`src/rtl/dpf_pkg.sv`:
```
package dpf_pkg;
    localparam int REG_AW = 6;

    typedef enum logic [1:0] {
        ST_IDLE   = 2'd0,
        ST_ALLOC  = 2'd1,
        ST_COMMIT = 2'd2
    } push_state_e;

    localparam logic [REG_AW-1:0] A_CHSEL  = 6'h00;
    localparam logic [REG_AW-1:0] A_SRC    = 6'h01;
    localparam logic [REG_AW-1:0] A_DST    = 6'h02;
    localparam logic [REG_AW-1:0] A_ATTR   = 6'h03;
    localparam logic [REG_AW-1:0] A_LEN    = 6'h04;
    localparam logic [REG_AW-1:0] A_HANDLE = 6'h05;
    localparam logic [REG_AW-1:0] A_STATUS = 6'h06;
    localparam logic [REG_AW-1:0] A_IRQ    = 6'h07;
    localparam logic [REG_AW-1:0] A_CTRL   = 6'h08;
    localparam int                A_RANGE0 = 16;

    // attribute fields kept: 21:6 and 2:0
    localparam logic [31:0] ATTR_MASK = 32'h003F_FFC7;
endpackage

```
`src/rtl/dpf_push_fsm.sv`:
```
module dpf_push_fsm
    import dpf_pkg::*;
(
    input  logic clk,
    input  logic rst_n,
    input  logic push_req_i,
    input  logic full_q_i,
    output logic busy_o,
    output logic decide_o,
    output logic commit_o,
    output logic drop_o
);
    push_state_e state_q, state_d;

    always_ff @(posedge clk) begin
        if (!rst_n) state_q <= ST_IDLE;
        else        state_q <= state_d;
    end

    always_comb begin
        state_d = state_q;
        unique case (state_q)
            ST_IDLE:   if (push_req_i) state_d = ST_ALLOC;
            ST_ALLOC:  state_d = ST_COMMIT;
            ST_COMMIT: state_d = ST_IDLE;
            default:   state_d = ST_IDLE;
        endcase
    end

    always_comb begin
        busy_o   = 1'b0;
        decide_o = 1'b0;
        commit_o = 1'b0;
        drop_o   = 1'b0;
        unique case (state_q)
            ST_IDLE:   ;
            ST_ALLOC: begin
                busy_o   = 1'b1;
                decide_o = 1'b1;
            end
            ST_COMMIT: begin
                busy_o   = 1'b1;
                commit_o = !full_q_i;
                drop_o   = full_q_i;
            end
            default:   ;
        endcase
    end

    p_req_starts_r3: assert property (@(posedge clk) disable iff (!rst_n)
        push_req_i |=> (state_q == ST_ALLOC));
    p_alloc_then_commit_r3: assert property (@(posedge clk) disable iff (!rst_n)
        (state_q == ST_ALLOC) |=> (state_q == ST_COMMIT));
    p_commit_then_idle_r3: assert property (@(posedge clk) disable iff (!rst_n)
        (state_q == ST_COMMIT) |=> (state_q == ST_IDLE));
endmodule

```
`src/rtl/dpf_slot_alloc.sv`:
```
module dpf_slot_alloc #(
    parameter int NUM_CH    = 4,
    parameter int NUM_SLOTS = 16
) (
    input  logic                                   clk,
    input  logic                                   rst_n,
    input  logic [$clog2(NUM_CH)-1:0]              chan_i,
    input  logic [NUM_CH-1:0][$clog2(NUM_SLOTS)-1:0] base_i,
    input  logic [NUM_CH-1:0][$clog2(NUM_SLOTS)-1:0] last_i,
    input  logic                                   decide_i,
    input  logic                                   commit_i,
    input  logic                                   retire_valid_i,
    input  logic [$clog2(NUM_SLOTS)-1:0]           retire_slot_i,
    output logic                                   full_q_o,
    output logic [$clog2(NUM_SLOTS)-1:0]           slot_q_o
);
    localparam int SLOT_W = $clog2(NUM_SLOTS);
    localparam int SPAN   = NUM_SLOTS / NUM_CH;

    logic [NUM_SLOTS-1:0]             out_q;
    logic [NUM_CH-1:0][SLOT_W-1:0]    ptr_q;
    logic [SLOT_W:0]                  b, l, span, start, cand;
    logic                             found;
    logic [SLOT_W-1:0]                pick;

    // circular search for the first free slot from the pointer
    always_comb begin
        b     = {1'b0, base_i[chan_i]};
        l     = {1'b0, last_i[chan_i]};
        span  = (l >= b) ? (l - b + 1'b1) : '0;
        start = ({1'b0, ptr_q[chan_i]} >= b && {1'b0, ptr_q[chan_i]} <= l)
                ? {1'b0, ptr_q[chan_i]} : b;
        found = 1'b0;
        pick  = base_i[chan_i];
        cand  = '0;
        for (int k = 0; k < NUM_SLOTS; k++) begin
            cand = start + (SLOT_W+1)'(k);
            if (cand > l) cand = cand - span;
            if (!found && ((SLOT_W+1)'(k) < span) && !out_q[cand[SLOT_W-1:0]]) begin
                found = 1'b1;
                pick  = cand[SLOT_W-1:0];
            end
        end
    end

    always_ff @(posedge clk) begin
        if (!rst_n) begin
            out_q    <= '0;
            full_q_o <= 1'b0;
            slot_q_o <= '0;
            for (int c = 0; c < NUM_CH; c++) ptr_q[c] <= SLOT_W'(c * SPAN);
        end else begin
            if (decide_i) begin
                full_q_o <= !found;
                slot_q_o <= pick;
            end
            if (retire_valid_i) out_q[retire_slot_i] <= 1'b0;
            if (commit_i) begin
                out_q[slot_q_o] <= 1'b1;
                ptr_q[chan_i]   <= (slot_q_o == last_i[chan_i]) ? base_i[chan_i]
                                                                : slot_q_o + 1'b1;
            end
        end
    end

    p_commit_free_slot_r5: assert property (@(posedge clk) disable iff (!rst_n)
        commit_i |-> !out_q[slot_q_o]);
    p_empty_range_full_r10: assert property (@(posedge clk) disable iff (!rst_n)
        (decide_i && span == '0) |=> full_q_o);
endmodule

```
`src/rtl/dpf_regs.sv`:
```
module dpf_regs
    import dpf_pkg::*;
#(
    parameter int NUM_CH    = 4,
    parameter int NUM_SLOTS = 16,
    parameter int DW        = 32,
    parameter int LEN_W     = 17,
    parameter int LEN_MAX   = 'h1FFFF
) (
    input  logic                                   clk,
    input  logic                                   rst_n,
    input  logic                                   wr_en,
    input  logic [REG_AW-1:0]                      wr_addr,
    input  logic [DW-1:0]                          wr_data,
    input  logic [REG_AW-1:0]                      rd_addr,
    output logic [DW-1:0]                          rd_data,
    input  logic                                   busy_i,
    input  logic                                   commit_i,
    input  logic                                   drop_i,
    input  logic [$clog2(NUM_SLOTS)-1:0]           slot_i,
    output logic [$clog2(NUM_CH)-1:0]              chsel_o,
    output logic [DW-1:0]                          src_o,
    output logic [DW-1:0]                          dst_o,
    output logic [DW-1:0]                          attr_o,
    output logic [LEN_W-1:0]                       len_o,
    output logic [NUM_CH-1:0][$clog2(NUM_SLOTS)-1:0] base_o,
    output logic [NUM_CH-1:0][$clog2(NUM_SLOTS)-1:0] last_o,
    output logic                                   push_req_o,
    output logic                                   ovf_irq_o
);
    localparam int CH_W   = $clog2(NUM_CH);
    localparam int SLOT_W = $clog2(NUM_SLOTS);
    localparam int SPAN   = NUM_SLOTS / NUM_CH;

    logic              client_ok;
    logic [SLOT_W-1:0] handle_q;
    logic              ovf_en_q, ovf_flag_q;

    assign client_ok  = wr_en && !busy_i;
    assign push_req_o = client_ok && (wr_addr == A_LEN);
    assign ovf_irq_o  = ovf_flag_q && ovf_en_q;

    always_ff @(posedge clk) begin
        if (!rst_n) begin
            chsel_o    <= '0;
            src_o      <= '0;
            dst_o      <= '0;
            attr_o     <= '0;
            len_o      <= '0;
            handle_q   <= '0;
            ovf_en_q   <= 1'b0;
            ovf_flag_q <= 1'b0;
            for (int c = 0; c < NUM_CH; c++) begin
                base_o[c] <= SLOT_W'(c * SPAN);
                last_o[c] <= SLOT_W'(c * SPAN + SPAN - 1);
            end
        end else begin
            if (client_ok) begin
                case (wr_addr)
                    A_CHSEL: chsel_o <= wr_data[CH_W-1:0];
                    A_SRC:   src_o   <= wr_data;
                    A_DST:   dst_o   <= wr_data;
                    A_ATTR:  attr_o  <= wr_data & ATTR_MASK;
                    A_LEN:   len_o   <= (wr_data > DW'(LEN_MAX)) ? LEN_W'(LEN_MAX)
                                                                 : wr_data[LEN_W-1:0];
                    default: ;
                endcase
            end
            if (wr_en && wr_addr == A_CTRL) ovf_en_q <= wr_data[0];
            for (int c = 0; c < NUM_CH; c++) begin
                if (wr_en && wr_addr == REG_AW'(A_RANGE0 + 2 * c))     base_o[c] <= wr_data[SLOT_W-1:0];
                if (wr_en && wr_addr == REG_AW'(A_RANGE0 + 2 * c + 1)) last_o[c] <= wr_data[SLOT_W-1:0];
            end
            if (drop_i)                                           ovf_flag_q <= 1'b1;
            else if (wr_en && wr_addr == A_IRQ && wr_data[0])     ovf_flag_q <= 1'b0;
            if (commit_i) handle_q <= slot_i;
        end
    end

    always_comb begin
        rd_data = '0;
        case (rd_addr)
            A_CHSEL:  rd_data = DW'(chsel_o);
            A_SRC:    rd_data = src_o;
            A_DST:    rd_data = dst_o;
            A_ATTR:   rd_data = attr_o;
            A_LEN:    rd_data = DW'(len_o);
            A_HANDLE: rd_data = DW'(handle_q);
            A_STATUS: rd_data = DW'(busy_i);
            A_IRQ:    rd_data = DW'(ovf_flag_q);
            A_CTRL:   rd_data = DW'(ovf_en_q);
            default: begin
                for (int c = 0; c < NUM_CH; c++) begin
                    if (rd_addr == REG_AW'(A_RANGE0 + 2 * c))     rd_data = DW'(base_o[c]);
                    if (rd_addr == REG_AW'(A_RANGE0 + 2 * c + 1)) rd_data = DW'(last_o[c]);
                end
            end
        endcase
    end

    p_drop_sets_flag_r6: assert property (@(posedge clk) disable iff (!rst_n)
        drop_i |=> ovf_flag_q);
    p_drop_keeps_handle_r6: assert property (@(posedge clk) disable iff (!rst_n)
        drop_i |=> $stable(handle_q));
    p_commit_handle_r3: assert property (@(posedge clk) disable iff (!rst_n)
        commit_i |=> (handle_q == $past(slot_i)));
    p_busy_ignores_r8: assert property (@(posedge clk) disable iff (!rst_n)
        (busy_i && wr_en && wr_addr == A_SRC) |=> $stable(src_o));
endmodule

```
`src/rtl/dpf_push_frontend.sv`:
```
module dpf_push_frontend
    import dpf_pkg::*;
#(
    parameter int NUM_CH    = 4,
    parameter int NUM_SLOTS = 16,
    parameter int DW        = 32,
    parameter int LEN_W     = 17,
    parameter int LEN_MAX   = 'h1FFFF
) (
    input  logic                         clk,
    input  logic                         rst_n,
    input  logic                         wr_en,
    input  logic [5:0]                   wr_addr,
    input  logic [DW-1:0]                wr_data,
    input  logic [5:0]                   rd_addr,
    output logic [DW-1:0]                rd_data,
    input  logic                         retire_valid,
    input  logic [$clog2(NUM_SLOTS)-1:0] retire_slot,
    input  logic [$clog2(NUM_SLOTS)-1:0] tbl_idx,
    output logic [DW-1:0]                tbl_src,
    output logic [DW-1:0]                tbl_dst,
    output logic [DW-1:0]                tbl_attr,
    output logic [LEN_W-1:0]             tbl_len,
    output logic                         push_valid,
    output logic [$clog2(NUM_SLOTS)-1:0] push_slot,
    output logic [$clog2(NUM_CH)-1:0]    push_chan,
    output logic                         ovf_irq
);
    localparam int CH_W   = $clog2(NUM_CH);
    localparam int SLOT_W = $clog2(NUM_SLOTS);

    logic                          busy, decide, commit, drop, push_req, full_q;
    logic [SLOT_W-1:0]             slot_q;
    logic [CH_W-1:0]               chsel;
    logic [DW-1:0]                 src, dst, attr;
    logic [LEN_W-1:0]              len;
    logic [NUM_CH-1:0][SLOT_W-1:0] base, last;

    logic [DW-1:0]    t_src  [NUM_SLOTS];
    logic [DW-1:0]    t_dst  [NUM_SLOTS];
    logic [DW-1:0]    t_attr [NUM_SLOTS];
    logic [LEN_W-1:0] t_len  [NUM_SLOTS];

    dpf_regs #(
        .NUM_CH(NUM_CH), .NUM_SLOTS(NUM_SLOTS), .DW(DW), .LEN_W(LEN_W), .LEN_MAX(LEN_MAX)
    ) u_regs (
        .clk(clk), .rst_n(rst_n), .wr_en(wr_en), .wr_addr(wr_addr), .wr_data(wr_data),
        .rd_addr(rd_addr), .rd_data(rd_data), .busy_i(busy), .commit_i(commit),
        .drop_i(drop), .slot_i(slot_q), .chsel_o(chsel), .src_o(src), .dst_o(dst),
        .attr_o(attr), .len_o(len), .base_o(base), .last_o(last),
        .push_req_o(push_req), .ovf_irq_o(ovf_irq)
    );

    dpf_slot_alloc #(.NUM_CH(NUM_CH), .NUM_SLOTS(NUM_SLOTS)) u_alloc (
        .clk(clk), .rst_n(rst_n), .chan_i(chsel), .base_i(base), .last_i(last),
        .decide_i(decide), .commit_i(commit), .retire_valid_i(retire_valid),
        .retire_slot_i(retire_slot), .full_q_o(full_q), .slot_q_o(slot_q)
    );

    dpf_push_fsm u_fsm (
        .clk(clk), .rst_n(rst_n), .push_req_i(push_req), .full_q_i(full_q),
        .busy_o(busy), .decide_o(decide), .commit_o(commit), .drop_o(drop)
    );

    always_ff @(posedge clk) begin
        if (commit) begin
            t_src[slot_q]  <= src;
            t_dst[slot_q]  <= dst;
            t_attr[slot_q] <= attr;
            t_len[slot_q]  <= len;
        end
    end

    always_ff @(posedge clk) begin
        if (!rst_n) begin
            push_valid <= 1'b0;
            push_slot  <= '0;
            push_chan  <= '0;
        end else begin
            push_valid <= commit;
            if (commit) begin
                push_slot <= slot_q;
                push_chan <= chsel;
            end
        end
    end

    assign tbl_src  = t_src[tbl_idx];
    assign tbl_dst  = t_dst[tbl_idx];
    assign tbl_attr = t_attr[tbl_idx];
    assign tbl_len  = t_len[tbl_idx];

    p_push_pulse_r3: assert property (@(posedge clk) disable iff (!rst_n)
        push_valid |=> !push_valid);
endmodule

```
`config.mk`:
```
export PLATFORM = sky130hd
export DESIGN_NAME = dpf_push_frontend
export DESIGN_NICKNAME = d
export VERILOG_FILES = /design/src/rtl/dpf_pkg.sv /design/src/rtl/dpf_push_fsm.sv /design/src/rtl/dpf_slot_alloc.sv /design/src/rtl/dpf_regs.sv /design/src/rtl/dpf_push_frontend.sv
export SDC_FILE = /design/constraint.sdc
export NUM_CORES = 2
export LEC_CHECK = 0
export CAP_MARGIN = 5
export CORE_AREA = 2 2 296 590
export CTS_CLUSTER_SIZE = 24
export DETAILED_ROUTE_END_ITERATION = 8
export DIE_AREA = 0 0 298 592
export PLACE_DENSITY = 0.73
export SYNTH_ARGS = -nofsm -noshare
export SYNTH_HDL_FRONTEND = slang
export SYNTH_SLANG_ARGS = --single-unit
export TNS_END_PERCENT = 30
```
`constraint.sdc`:
```
create_clock -name clk -period 9.3 [get_ports clk]
set_clock_uncertainty 0.1 [all_clocks]
set_input_delay 1.86 -clock clk [delete_from_list [all_inputs] [get_ports clk]]
set_output_delay 1.86 -clock clk [all_outputs]
set_load 0.01 [all_outputs]
```
==> run metrics <==
TritonCTS clock tree=done; full die area=176000 um^2; hold_ws=0.406 ns; NetSw=3.66 mW; Setup-failing EPs final=0; number of synthesis warnings=0; CP arrival=9.25 ns; HP Class=flop to flop; die height=592 um; Peak Freq=116 MHz; initial antenna violation count=15; CP endpoint kind=flop; final wirelength=246000 um; Area Growth Syn to Fin=14.0%; initial core utilization=44.8%; CP endpoint=u_alloc.slot_q_o[1]$_SDFFE_PN0N_; minimum clock period=8.64 ns; GRT Overall Usage=27.7%; Crit Path Max Fanout=14; Internal Power=12.5 mW; CTS max path bufs=4; drt first-iter violations=4609; critical path required time=9.91 ns; Post-CTS Setup Bufs=0; register area share after synthesis=67.3%; clock-pin slew on the worst setup and hold paths=0.07 ns; post_cts resized=0; clk root buf=clkbuf_16; Max H-tree Level=4; fillers=13831; Chip Width=298 um; Core Region=172000 um^2; worst r2r path cells=29; Post-synth ARST share=0%; cts-stage hold buffer count=0; setup tns final=0 ns; Detailed Place HPWL=153000 um; Worst R2R End=u_alloc.slot_q_o[1]$_SDFFE_PN0N_; leakage power=25.7 nW; vias in the first global route=46253; critical path startpoint category=flop; crit path launch=u_regs.chsel_o[0]$_SDFFE_PN0P_; first-pass GRT wire length=345000 um; peak supply drop=0.000142 V; Slew Limit Fails=0; Comb pwr share=8.5%; fraction of layout cells with a size suffix above 1=24.0%; Post-Syn Instances=4366; CTS Buf Count=151; status=finished clean; via count=44964; Slew HR=19.7%; Mapped Avg Cell Area=17.6 um^2; number of iterations in the first detailed-routing pass=8; pin count of the biggest net entering global routing=104; Reg2Reg Launch Point=u_regs.chsel_o[0]$_SDFFE_PN0P_; critical path class=flop to flop; clock power share=38.0%; power density cells=185 nW/um^2; quantity of I/O buffers inserted on ports=195; predominant post-synthesis flop cell=edfxtp_1; Max-Cap Viols=0; CP max-delay cell=mux4_2; final worst-path cycle share=92.9%; DRC=0; Buf/Inv on CP=4; WL per Instance=34.5 um; R2R Setup Slk=0.66 ns; row cnt=215; clk sink count=1782; measured slew at the worst slew-check pin=1.20 ns; share of power burned in registers=53.6%; GRT overflow=0; sw frac=22.6%; Placer Congestion=1.07; Post-synth EDFFs=1600; Antenna Violating Nets Remaining=0; clock latency on the worst-skew pair=0.81 ns; unrepaired setup endpoints after global routing=no; synthesis-stage register bit count=1782; nets=4879; Final Hold Viols=0; # IOs=209; critical path's top delay family=simple AND/OR/NAND/NOR gates; Hold Crit Start=u_alloc.ptr_q[11]$_SDFFE_PN1P_; Via density=6.31; CP peak stage delay=0.71 ns; area of the mapped netlist=76800 um^2; critical path depth in cells=29; Synth cell types=112
## layout make-up
type | instances | area (um^2) | area share (%)
multi-input cells | 2249 | 23800 | 27.2
well taps | 2278 | 2850 | 3.25
repair buffers | 475 | 4250 | 4.85
clock buffers | 175 | 3980 | 4.55
flip-flops and latches | 1782 | 51700 | 59.0
diodes | 7 | 17.5 | 0.0200
inverters | 75 | 292 | 0.333
clock inverters | 83 | 686 | 0.783
## routing by layer
layer / vias to the layer above / track usage, % / part of all wire (%)
met5: - / 0 / 0.037
met4: 14 / 18.7 / 7.9
met3: 684 / 5.49 / 7.8
met2: 2409 / 49.0 / 52
met1: 23428 / 29.9 / 33
li1: 18429 / - / -
## power groups by stage
stage               clock network, mW  logic [mW]  registers [mW]
floorplan                           0       0.742            8.82
global placement                    0        1.35            8.84
detailed placement                  0        1.35            8.84
CTS                              6.21        1.35            8.66
global route                     6.47        1.43            8.66
finish                           6.14        1.37            8.66
## synth_stat cells, types with 31 or more instances
cell,instances,share of area [%]
dfxtp_1,182,4.7
mux2i_1,114,1.5
nand3_1,74,0.48
o21ai_0,70,0.46
a211oi_1,35,0.34
nand2b_1,34,0.28
clkbuf_1,210,1.0
buf_1,33,0.16
nor2_1,112,0.55
ha_1,82,1.3
a21boi_0,113,1.1
a21oi_1,76,0.50
a22oi_1,31,0.30
edfxtp_1,1600,63
mux4_2,536,16
inv_1,67,0.33
nor2b_1,32,0.26
nand2_1,356,1.7
xnor2_1,31,0.35
## worst min path at each step
stage                     slack (ns)  cells past startpoint                             end
after global routing            0.42                      2  u_alloc.ptr_q[15]$_SDFFE_PN1P_
after CTS                       0.41                      2  u_alloc.ptr_q[11]$_SDFFE_PN1P_
final                           0.41                      2  u_alloc.ptr_q[11]$_SDFFE_PN1P_
after global placement          0.38                      2  u_alloc.ptr_q[10]$_SDFFE_PN0P_
after detailed placement        0.38                      2  u_alloc.ptr_q[11]$_SDFFE_PN1P_
after floorplan                 0.35                      2  u_regs.last_o[10]$_SDFFE_PN0P_
## cells in the final DEF (no fill, tap or decap), types with 14 or more instances in the layout
master / instances
ha_1: 82
o21a_1: 27
mux2i_1: 114
nor4_1: 15
nand4_1: 18
a211oi_1: 35
o211ai_1: 26
a22o_1: 26
a311oi_1: 16
clkbuf_1: 17
a22oi_1: 31
nand2b_1: 34
clkbuf_16: 155
a21boi_0: 113
nor2_1: 110
clkinv_2: 29
and3_1: 14
buf_4: 265
and2_1: 16
a21o_1: 21
clkinv_1: 25
nand3_1: 74
nor3_1: 24
o221a_2: 17
and2_4: 15
mux2_2: 22
nor2b_1: 32
a21oi_1: 76
clkdlybuf4s50_1: 190
mux4_2: 536
a31oi_1: 25
o21ai_0: 70
edfxtp_1: 1600
dfxtp_1: 179
xnor2_1: 30
buf_12: 14
inv_1: 66
nand2_1: 356
## per-stage QoR
step                      utilization [%]  cell area [um^2]  instances  worst slack, ns  power (mW)
final                                51.0             87600       7124            0.664        16.2
after global routing                 51.0             87600       7118            0.109        16.6
after CTS                            51.0             87500       7116            0.525        16.2
after detailed placement             48.3             82900       6858            0.529        10.2
after global placement               48.3             82900       6858            0.521        10.2
after floorplan                         -             76900       4378            0.580        9.56
## sequential cells by signal, indices dropped and copies added (netlist names), 4 cells and up
signal            cells
t_dst               512
t_src               512
t_attr              304
t_len               272
u_regs.dst_o         32
u_regs.src_o         32
u_regs.attr_o        19
u_regs.len_o         17
u_alloc.out_q        16
u_alloc.ptr_q        16
u_regs.base_o        16
u_regs.last_o        16
u_alloc.slot_q_o      4
u_regs.handle_q       4
## tightest hold or removal path, stage by stage (launching register included)
cell and delay, ns:
dfxtp_1 0.33, o21ai_0 0.09, nand2_1 0.06
## cells by family after synthesis
logic type                 synth area share, %
and+or+nand+nor                           4.86
other                                  0.00488
xor gates and xnor gates                 0.521
DFF                                       67.3
AOI/OAI and AO/OA                         6.36
muxes                                     17.6
buffers and inverters                     1.84
adders and majority gates                 1.52
Note: power is estimated with default switching activity, not from simulation.
